**config.mk**
```make
export PLATFORM = sky130hd
export DESIGN_NAME = excl_mon
export DESIGN_NICKNAME = d
export VERILOG_FILES = /design/src/rtl/excl_mon_pkg.sv /design/src/rtl/excl_mon_arb.sv /design/src/rtl/excl_mon_resv.sv /design/src/rtl/excl_mon_evt.sv /design/src/rtl/excl_mon.sv
export SDC_FILE = /design/constraint.sdc
export NUM_CORES = 2
export LEC_CHECK = 0
export ABC_AREA = 1
export CAP_MARGIN = 20
export CORE_MARGIN = 4
export CORE_UTILIZATION = 55
export DETAILED_ROUTE_END_ITERATION = 10
export GPL_ROUTABILITY_DRIVEN = 0
export PLACE_DENSITY = 0.74
export SYNTH_ARGS = -nofsm -noshare
export SYNTH_HDL_FRONTEND = slang
export SYNTH_SLANG_ARGS = --single-unit
```
**constraint.sdc**
```tcl
create_clock -name clk -period 3.35 [get_ports clk]
set_input_delay 0.5025 -clock clk [delete_from_list [all_inputs] [get_ports clk]]
set_output_delay 0.5025 -clock clk [all_outputs]
set_load 0.005 [all_outputs]
```
**src/rtl/excl_mon_pkg.sv**
```systemverilog
package excl_mon_pkg;

   localparam int OP_W = 3;

   typedef enum logic [OP_W-1:0] {
      OP_LD  = 3'd0,
      OP_ST  = 3'd1,
      OP_LDX = 3'd2,
      OP_STX = 3'd3,
      OP_WFE = 3'd4,
      OP_SEV = 3'd5
   } op_e;

endpackage

```
**src/rtl/excl_mon_arb.sv**
```systemverilog
module excl_mon_arb #(
   parameter int N_CORES = 3
) (
   input  logic [N_CORES-1:0] req,
   output logic [N_CORES-1:0] gnt
);

   // fixed priority: the lowest index wins
   logic [N_CORES-1:0] blocked;

   assign blocked[0] = 1'b0;

   for (genvar i = 1; i < N_CORES; i++) begin : g_chain
      assign blocked[i] = blocked[i-1] | req[i-1];
   end

   assign gnt = req & ~blocked;

endmodule

```
**src/rtl/excl_mon_resv.sv**
```systemverilog
module excl_mon_resv #(
   parameter int GW = 4
) (
   input  logic          clk,
   input  logic          rst_n,
   input  logic          ldx_set,
   input  logic          stx_clr,
   input  logic          snoop_we,
   input  logic          snoop_own,
   input  logic [GW-1:0] gran,
   output logic          hit
);

   logic          held;
   logic [GW-1:0] held_gran;
   logic          same;

   assign same = (held_gran == gran);
   assign hit  = held & same;

   always_ff @(posedge clk) begin
      if (!rst_n) begin
         held      <= 1'b0;
         held_gran <= '0;
      end else if (ldx_set) begin
         held      <= 1'b1;
         held_gran <= gran;
      end else if (stx_clr) begin
         held <= 1'b0;
      end else if (snoop_we && !snoop_own && same) begin
         held <= 1'b0;
      end
   end

endmodule

```
**src/rtl/excl_mon_evt.sv**
```systemverilog
module excl_mon_evt (
   input  logic clk,
   input  logic rst_n,
   input  logic sev,
   input  logic wfe_go,
   output logic asleep,
   output logic done
);

   logic flag;

   assign done = flag & (wfe_go | asleep);

   always_ff @(posedge clk) begin
      if (!rst_n) begin
         flag   <= 1'b0;
         asleep <= 1'b0;
      end else begin
         if (sev)       flag <= 1'b1;
         else if (done) flag <= 1'b0;

         if (done)        asleep <= 1'b0;
         else if (wfe_go) asleep <= 1'b1;
      end
   end

endmodule

```
**src/rtl/excl_mon.sv**
```systemverilog
module excl_mon
   import excl_mon_pkg::*;
#(
   parameter int N_CORES   = 3,
   parameter int AW        = 5,
   parameter int DW        = 32,
   parameter int GRAN_LOG2 = 1
) (
   input  logic                    clk,
   input  logic                    rst_n,
   input  logic [N_CORES-1:0]      req_valid,
   output logic [N_CORES-1:0]      req_ready,
   input  logic [N_CORES*OP_W-1:0] req_op,
   input  logic [N_CORES*AW-1:0]   req_addr,
   input  logic [N_CORES*DW-1:0]   req_wdata,
   output logic [N_CORES-1:0]      rsp_valid,
   output logic [N_CORES*DW-1:0]   rsp_rdata,
   output logic [N_CORES-1:0]      rsp_status,
   output logic [N_CORES-1:0]      core_asleep
);

   localparam int DEPTH = 1 << AW;
   localparam int GW    = AW - GRAN_LOG2;

   if (N_CORES < 2) begin : g_bad_cores
      $error("excl_mon needs at least two cores");
   end
   if (GRAN_LOG2 < 0 || GRAN_LOG2 >= AW) begin : g_bad_gran
      $error("excl_mon granule must be smaller than the address space");
   end
   if (DW < 1) begin : g_bad_dw
      $error("excl_mon data width must be positive");
   end

   logic [N_CORES-1:0] live;
   logic [N_CORES-1:0] gnt;
   logic [N_CORES-1:0] asleep;
   logic [N_CORES-1:0] evt_done;
   logic [N_CORES-1:0] resv_hit;

   logic [OP_W-1:0]    gop;
   logic [AW-1:0]      gword;
   logic [GW-1:0]      ggran;
   logic [DW-1:0]      gwdata;
   logic               gnt_any;
   logic               stx_go;
   logic               stx_hit;
   logic               mem_we;
   logic               sev_go;
   logic               op_legal;
   logic               status_now;

   logic [DW-1:0]      mem [DEPTH];

   assign live = req_valid & ~asleep;

   excl_mon_arb #(.N_CORES(N_CORES)) u_arb (
      .req (live),
      .gnt (gnt)
   );

   assign req_ready = gnt;

   always_comb begin
      gop    = '0;
      gword  = '0;
      gwdata = '0;
      for (int i = 0; i < N_CORES; i++) begin
         if (gnt[i]) begin
            gop    = req_op[i*OP_W +: OP_W];
            gword  = req_addr[i*AW +: AW];
            gwdata = req_wdata[i*DW +: DW];
         end
      end
   end

   assign ggran      = gword[AW-1:GRAN_LOG2];
   assign gnt_any    = |gnt;
   assign stx_go     = gnt_any && (gop == OP_STX);
   assign stx_hit    = |(resv_hit & gnt);
   assign sev_go     = gnt_any && (gop == OP_SEV);
   assign op_legal   = (gop <= OP_SEV);
   assign mem_we     = gnt_any && ((gop == OP_ST) || (stx_go && stx_hit));
   assign status_now = (gop == OP_STX) ? !stx_hit : !op_legal;

   always_ff @(posedge clk) begin
      if (!rst_n) begin
         for (int w = 0; w < DEPTH; w++) mem[w] <= '0;
      end else if (mem_we) begin
         mem[gword] <= gwdata;
      end
   end

   for (genvar c = 0; c < N_CORES; c++) begin : g_core
      logic          wfe_go;
      logic          v_q;
      logic          s_q;
      logic [DW-1:0] d_q;

      assign wfe_go = gnt[c] && (gop == OP_WFE);

      excl_mon_resv #(.GW(GW)) u_resv (
         .clk       (clk),
         .rst_n     (rst_n),
         .ldx_set   (gnt[c] && (gop == OP_LDX)),
         .stx_clr   (gnt[c] && (gop == OP_STX)),
         .snoop_we  (mem_we),
         .snoop_own (gnt[c]),
         .gran      (ggran),
         .hit       (resv_hit[c])
      );

      excl_mon_evt u_evt (
         .clk    (clk),
         .rst_n  (rst_n),
         .sev    (sev_go),
         .wfe_go (wfe_go),
         .asleep (asleep[c]),
         .done   (evt_done[c])
      );

      always_ff @(posedge clk) begin
         if (!rst_n) begin
            v_q <= 1'b0;
            s_q <= 1'b0;
            d_q <= '0;
         end else begin
            v_q <= (gnt[c] && !wfe_go) || evt_done[c];
            if (gnt[c]) begin
               s_q <= wfe_go ? 1'b0 : status_now;
               d_q <= mem[gword];
            end else if (evt_done[c]) begin
               s_q <= 1'b0;
            end
         end
      end

      assign rsp_valid[c]            = v_q;
      assign rsp_status[c]           = s_q;
      assign rsp_rdata[c*DW +: DW]   = d_q;
   end

   assign core_asleep = asleep;

endmodule

```
# Yosys cells after proc, flatten, opt, wreduce, memory -nomap -nowiden

Memories as Yosys holds them, arrays and structs flattened.
Index checks and enable logic that the tools add are counted.

Flip-flop bits (word level): 123
RAM bits: 1024
Logic and storage cells: 134
Memories: 1

Memory list:

| name | words | bits a word | rd ports | clocked after memory_dff | wr ports | RTL line       | RTL |
|---|---|---|---|---|---|---|---|
| mem  | 32    | 32          | 1        | 0                        | 32       | excl_mon.sv:53 | `logic [DW-1:0] mem [DEPTH];` |

Magnitude comparators: 1
Equality and inequality tests: 8
Muxes and demuxes: 38
Bitwise gates (word level): 16
Reductions and logical operators: 49

Operator list:

| operator                                              | count |
|---|---|
| two-way mux 32 bit                                    | 4 |
| OR reduction 32 bit                                   | 1 |
| two-way mux 1 bit                                     | 27 |
| logical AND 1 bit                                     | 22 |
| two-way mux 5 bit                                     | 4 |
| equality test 4 bit                                   | 3 |
| nonzero test 2 bit                                    | 6 |
| AND 3 bit                                             | 3 |
| two-way mux 3 bit                                     | 3 |
| nonzero test 3 bit                                    | 3 |
| zero test 1 bit                                       | 8 |
| AND 1 bit                                             | 6 |
| equality test 3 x 2 -> 1 bit, second input constant   | 2 |
| equality test 3 bit, second input constant            | 2 |
| NOT 3 bit                                             | 2 |
| OR reduction 2 bit                                    | 3 |
| OR reduction 3 bit                                    | 2 |
| logical OR 1 bit                                      | 4 |
| bitwise OR 1 bit                                      | 4 |
| equality test 3 x 1 -> 1 bit, second input constant   | 1 |
| less-or-equal comparator 3 bit, second input constant | 1 |
| NOT 1 bit                                             | 1 |

# Longest topological paths before layout

Depth in word-level cells: 20
Depth in mapped cells: 21
Gate-level depth less buffers: 18

# Hierarchy

A second synthesis with hierarchy kept.

Cells, all modules: 6337
Area total of the unflattened synthesis: 53918.0 um^2

Modules (own cells, without submodules):

| module        | times used | cells each | area each (um^2) | sequential area each (um^2) |
|---|---|---|---|---|
| excl_mon      | 1          | 6160       | 52823.2          | 32791.4 |
| excl_mon_resv | 3          | 47         | 276.5            | 100.1 |
| excl_mon_evt  | 3          | 10         | 78.8             | 40.0 |
| excl_mon_arb  | 1          | 6          | 28.8             | 0.0 |

# Worst setup path after synthesis

OpenSTA, ideal clock, no wires.

Kind: input-to-reg
From: input port req_valid[2]
To: memory mem[4][0], enable pin
Setup time: 0.389 ns
Arrival time: 3.009 ns
Required time: 2.961 ns
Setup slack: -0.049 ns
Stages: 18
Path buffers: 2
Cells stage by stage: inv_1 nor2_1 nand3_4 inv_4 nand2_4 nand2_8 inv_4 nand2_1 nand2_1 nor2_1 nand3_1 nand3_2 nand2_4 nand2_8 buf_12 nand4_4 buf_6 nand2_1

RTL lines:

| what               | RTL line       | RTL |
|---|---|---|
| start: declaration | excl_mon.sv:11 | `input logic [N_CORES-1:0] req_valid,` |
| end: declaration   | excl_mon.sv:53 |  |

# Worst setup path in the final report

From: register g_core[0].u_evt.asleep
To: output port req_ready[1]

Cells in the longest elaborated chain, start to end: 4

RTL lines:

| what                     | RTL line           | RTL |
|---|---|---|
| start: declaration       | excl_mon_evt.sv:6  | `output logic asleep,` |
| start signal: assignment | excl_mon_evt.sv:17 | `asleep <= 1'b0;` |
| start signal: assignment | excl_mon_evt.sv:22 | `if (done) asleep <= 1'b0;` |
| start signal: assignment | excl_mon_evt.sv:23 | `else if (wfe_go) asleep <= 1'b1;` |
| NOT 3 bit                | excl_mon.sv:55     | `assign live = req_valid & ~asleep;` |
| AND 3 bit                | excl_mon.sv:55     |  |
| NOT 3 bit                | excl_mon_arb.sv:17 | `assign gnt = req & ~blocked;` |
| AND 3 bit                | excl_mon_arb.sv:17 |  |
| end: declaration         | excl_mon.sv:12     | `output logic [N_CORES-1:0] req_ready,` |

No other way between the ends.

==> metrics.cfg <==
[sta]
fin_crit_sh_pct=95.9
clock_skew_ns=0.0296
slew_headroom_pct=50.0
tightest_slew_ns=0.750
max_clock_freq_ghz=0.311
hold_viol_final=0
whs_ns=0.444
min_period_ns=3.21
setup_viol_count_final=0
maxSlewViolCount=0
rsz0062_at_grt=false
worst_slack_ns=0.139

[worst_hold_path]
hp-start=g_core[2].u_evt.flag
holdPathEnd=g_core[2].u_evt.asleep
hold_depth=1
holdCritPathClass=flop to flop

[routing]
ant_nets=0
drt-wirelength-per-cell_microns=21.9
drt_pass1_iterations=5
dr.first_iter.drc_count=4440
drc=0
vias_per_cell=5.68
finalWirelength_mm=150
vias=38900

[critical_path]
worst-r2r-cell-count=18
crit_fanout=37
critPathBufInv=5
crit_type=flop to output pin
regToRegStartpoint=g_core[0].u_evt.asleep
cp_top_family=buffers and inverters
critPathArrivalTime_ns=2.71
crit_slowest_cell=clkdlybuf4s50_1
startpoint_type=flop
r2r-end=g_core[1].d_q[25]
r2r_setup_slack_ns=0.31
critPathRequiredTime_ns=2.85
critPathMaxStageDelay_ns=0.60
crit_path_end_kind=output pin
cp_cell_sequence=inv_2 > nand2_4 > inv_6 > nor2_4 > buf_4 > buf_6 > clkdlybuf4s50_1

[synthesis]
synthTopCellsByArea=edfxtp_1 (58%), nand2_1 (11%), nor2_2 (9.4%)
synth.avg_cell_area_sq_um=10.3
post-synth-top-count-cell=nand2_1
synth-edff-count=1024
synth.largest_area_cell=edfxtp_1
synth_cell_types=32
ys_async_sr_fraction_pct=0
netlist_instances=5147
synth_ff_type=edfxtp_1
yosysSeqAreaShare_pct=62.6
synth-warning-count=0
netlist.area_leader.share_pct=58.0
mappedNetlistNets=5272
synthTopCellsByCount=nand2_1 (1604), edfxtp_1 (1024), nor2_2 (793)
syn_area_sq_um=53000
synth-seq-cells=1147

[global_route]
first_global_vias=37800
antenna_found_initial=0
grt-ovfl-total=0
grt_max_degree=45
grt_use_total_pct=29.2
grt_first_pass_wirelength_mm=227

[cells_and_area]
syn2layout_area_growth_pct=20.5
multi_input_area_sq_um=17400
nFillCells=6794
drive_above_1_share_pct=26.6
fin_cells=6848
num_antenna_cells=0
nets=5613
seqCellArea_sq_um=33200

[clocking]
path_clk_slew_ns=0.06
max-clock-path-buffers=3
worstSkewPairLatency_ns=0.71
numCtsBuffers=113
cts_tree=built
cts_root_buffer=clkbuf_16
h-tree-depth=3
clkSinkCount=1147

[placement]
hpwlAfterDp_mm=101
placed_cells=6638
place_ws_ns=-0.225
io_buffers=232

[floorplanning]
rows=113
dieHeight_microns=319
start_util_pct=55.7
coreArea_sq_um=95300
fp.dieW_microns=319
io_pins=233
dieArea_sq_um=101000

[power_and_ir_drop]
p_leak_uw=0.0245
peakVddDrop_uv=461
p_per_area_nw_per_um2=541

[run]
max_cap_violations=0

[run_status]
status=finished, final reports clean

## state kept, by name, summed over array words and instances, names as in the netlist
register,flops
g_core.d_q,96
g_core.s_q,3
g_core.u_evt.asleep,3
g_core.u_evt.flag,3
g_core.u_resv.held,3
g_core.u_resv.held_gran,12
g_core.v_q,3
mem,1024
## repair_timing
| action | in CTS | in global routing |
|---|---|---|
| setup endpoints to repair | 1 | 0 |
| endpoints found under the hold margin | 0 | 0 |
| hold buffers | 0 | 0 |
| buffers inserted | 0 | 0 |
| resized for setup | 1 | 0 |
## cell type report
cell class	count	share of cell area, %
clock buffer	142	4.67
clock inverter	68	1.20
inverter	176	1.09
multi-input combinational	3422	27.2
sequential	1147	51.9
tap	1265	2.48
timing repair buffer	628	11.4
## per-layer routing
metal  vias up  GRT usage (%)  share of wire, %
met5         -              0                 0
met4         0           8.79               2.8
met3       297           5.43                10
met2      2060           48.9                48
met1     18800           39.1                38
li1      17700              -                 -
## through the flow
| step | utilization [%] | setup TNS, ns | power (uW) | area, sq um |
|---|---|---|---|---|
| 4_1_cts | 67.1 | 0 | 34600 | 63900 |
| 3_5_place_dp | 63.1 | -228.77 | 21900 | 60200 |
| 3_3_place_gp | 63.1 | -145.88 | 21800 | 60200 |
| 6_report | 67.1 | 0 | 34600 | 63900 |
| 5_1_grt | 67.1 | 0 | 35700 | 63900 |
| 2_1_floorplan | - | 0 | 19200 | 53100 |
## report_power, final
group	leakage [uW]	internal (uW)	switching (uW)
logic	0.0111	1850	3530
registers	0.0115	16100	203
clock network	0.00184	7420	5480
## how the worst max path moves through the flow
stage                      startpoint           end  slack, ns  cells after the start
2_1_floorplan            req_valid[2]     mem[3][0]       0.02                     12
3_3_place_gp             req_valid[0]    mem[6][17]      -0.18                     18
3_5_place_dp             req_valid[0]    mem[6][15]      -0.22                     18
4_1_cts        g_core[0].u_evt.asleep  req_ready[1]       0.13                      7
5_1_grt        g_core[0].u_evt.asleep  req_ready[1]       0.05                      7
6_report       g_core[0].u_evt.asleep  req_ready[1]       0.14                      7
## layout by cell type (no fill, tap or decap), types with 25 or more instances in the layout
master | Yosys | routed
nand2_1 | 1604 | 1574
inv_1 | 167 | 164
edfxtp_1 | 1024 | 1024
buf_4 | 13 | 238
a21oi_1 | 26 | 26
buf_12 | 3 | 157
nand3_1 | 125 | 125
nand2_2 | 3 | 33
o21a_1 | 32 | 32
dfxtp_1 | 123 | 123
clkbuf_16 | 0 | 114
a221oi_4 | 0 | 32
nand4_1 | 258 | 258
nor2_1 | 472 | 471
clkdlybuf4s50_1 | 0 | 231
nor2_2 | 793 | 793
nand4_4 | 30 | 30
clkbuf_1 | 210 | 25
## kinds of logic (layout without fill, tap and decap cells)
family	count (synthesis)	after routing	synth area share, %
xor+xnor	1	1	0.0165
compound gates	108	108	1.40
flops	1147	1147	62.6
buf+inv	578	1014	5.76
simple gates	3313	3313	30.2
No activity file was read; power rests on OpenSTA's default activity.
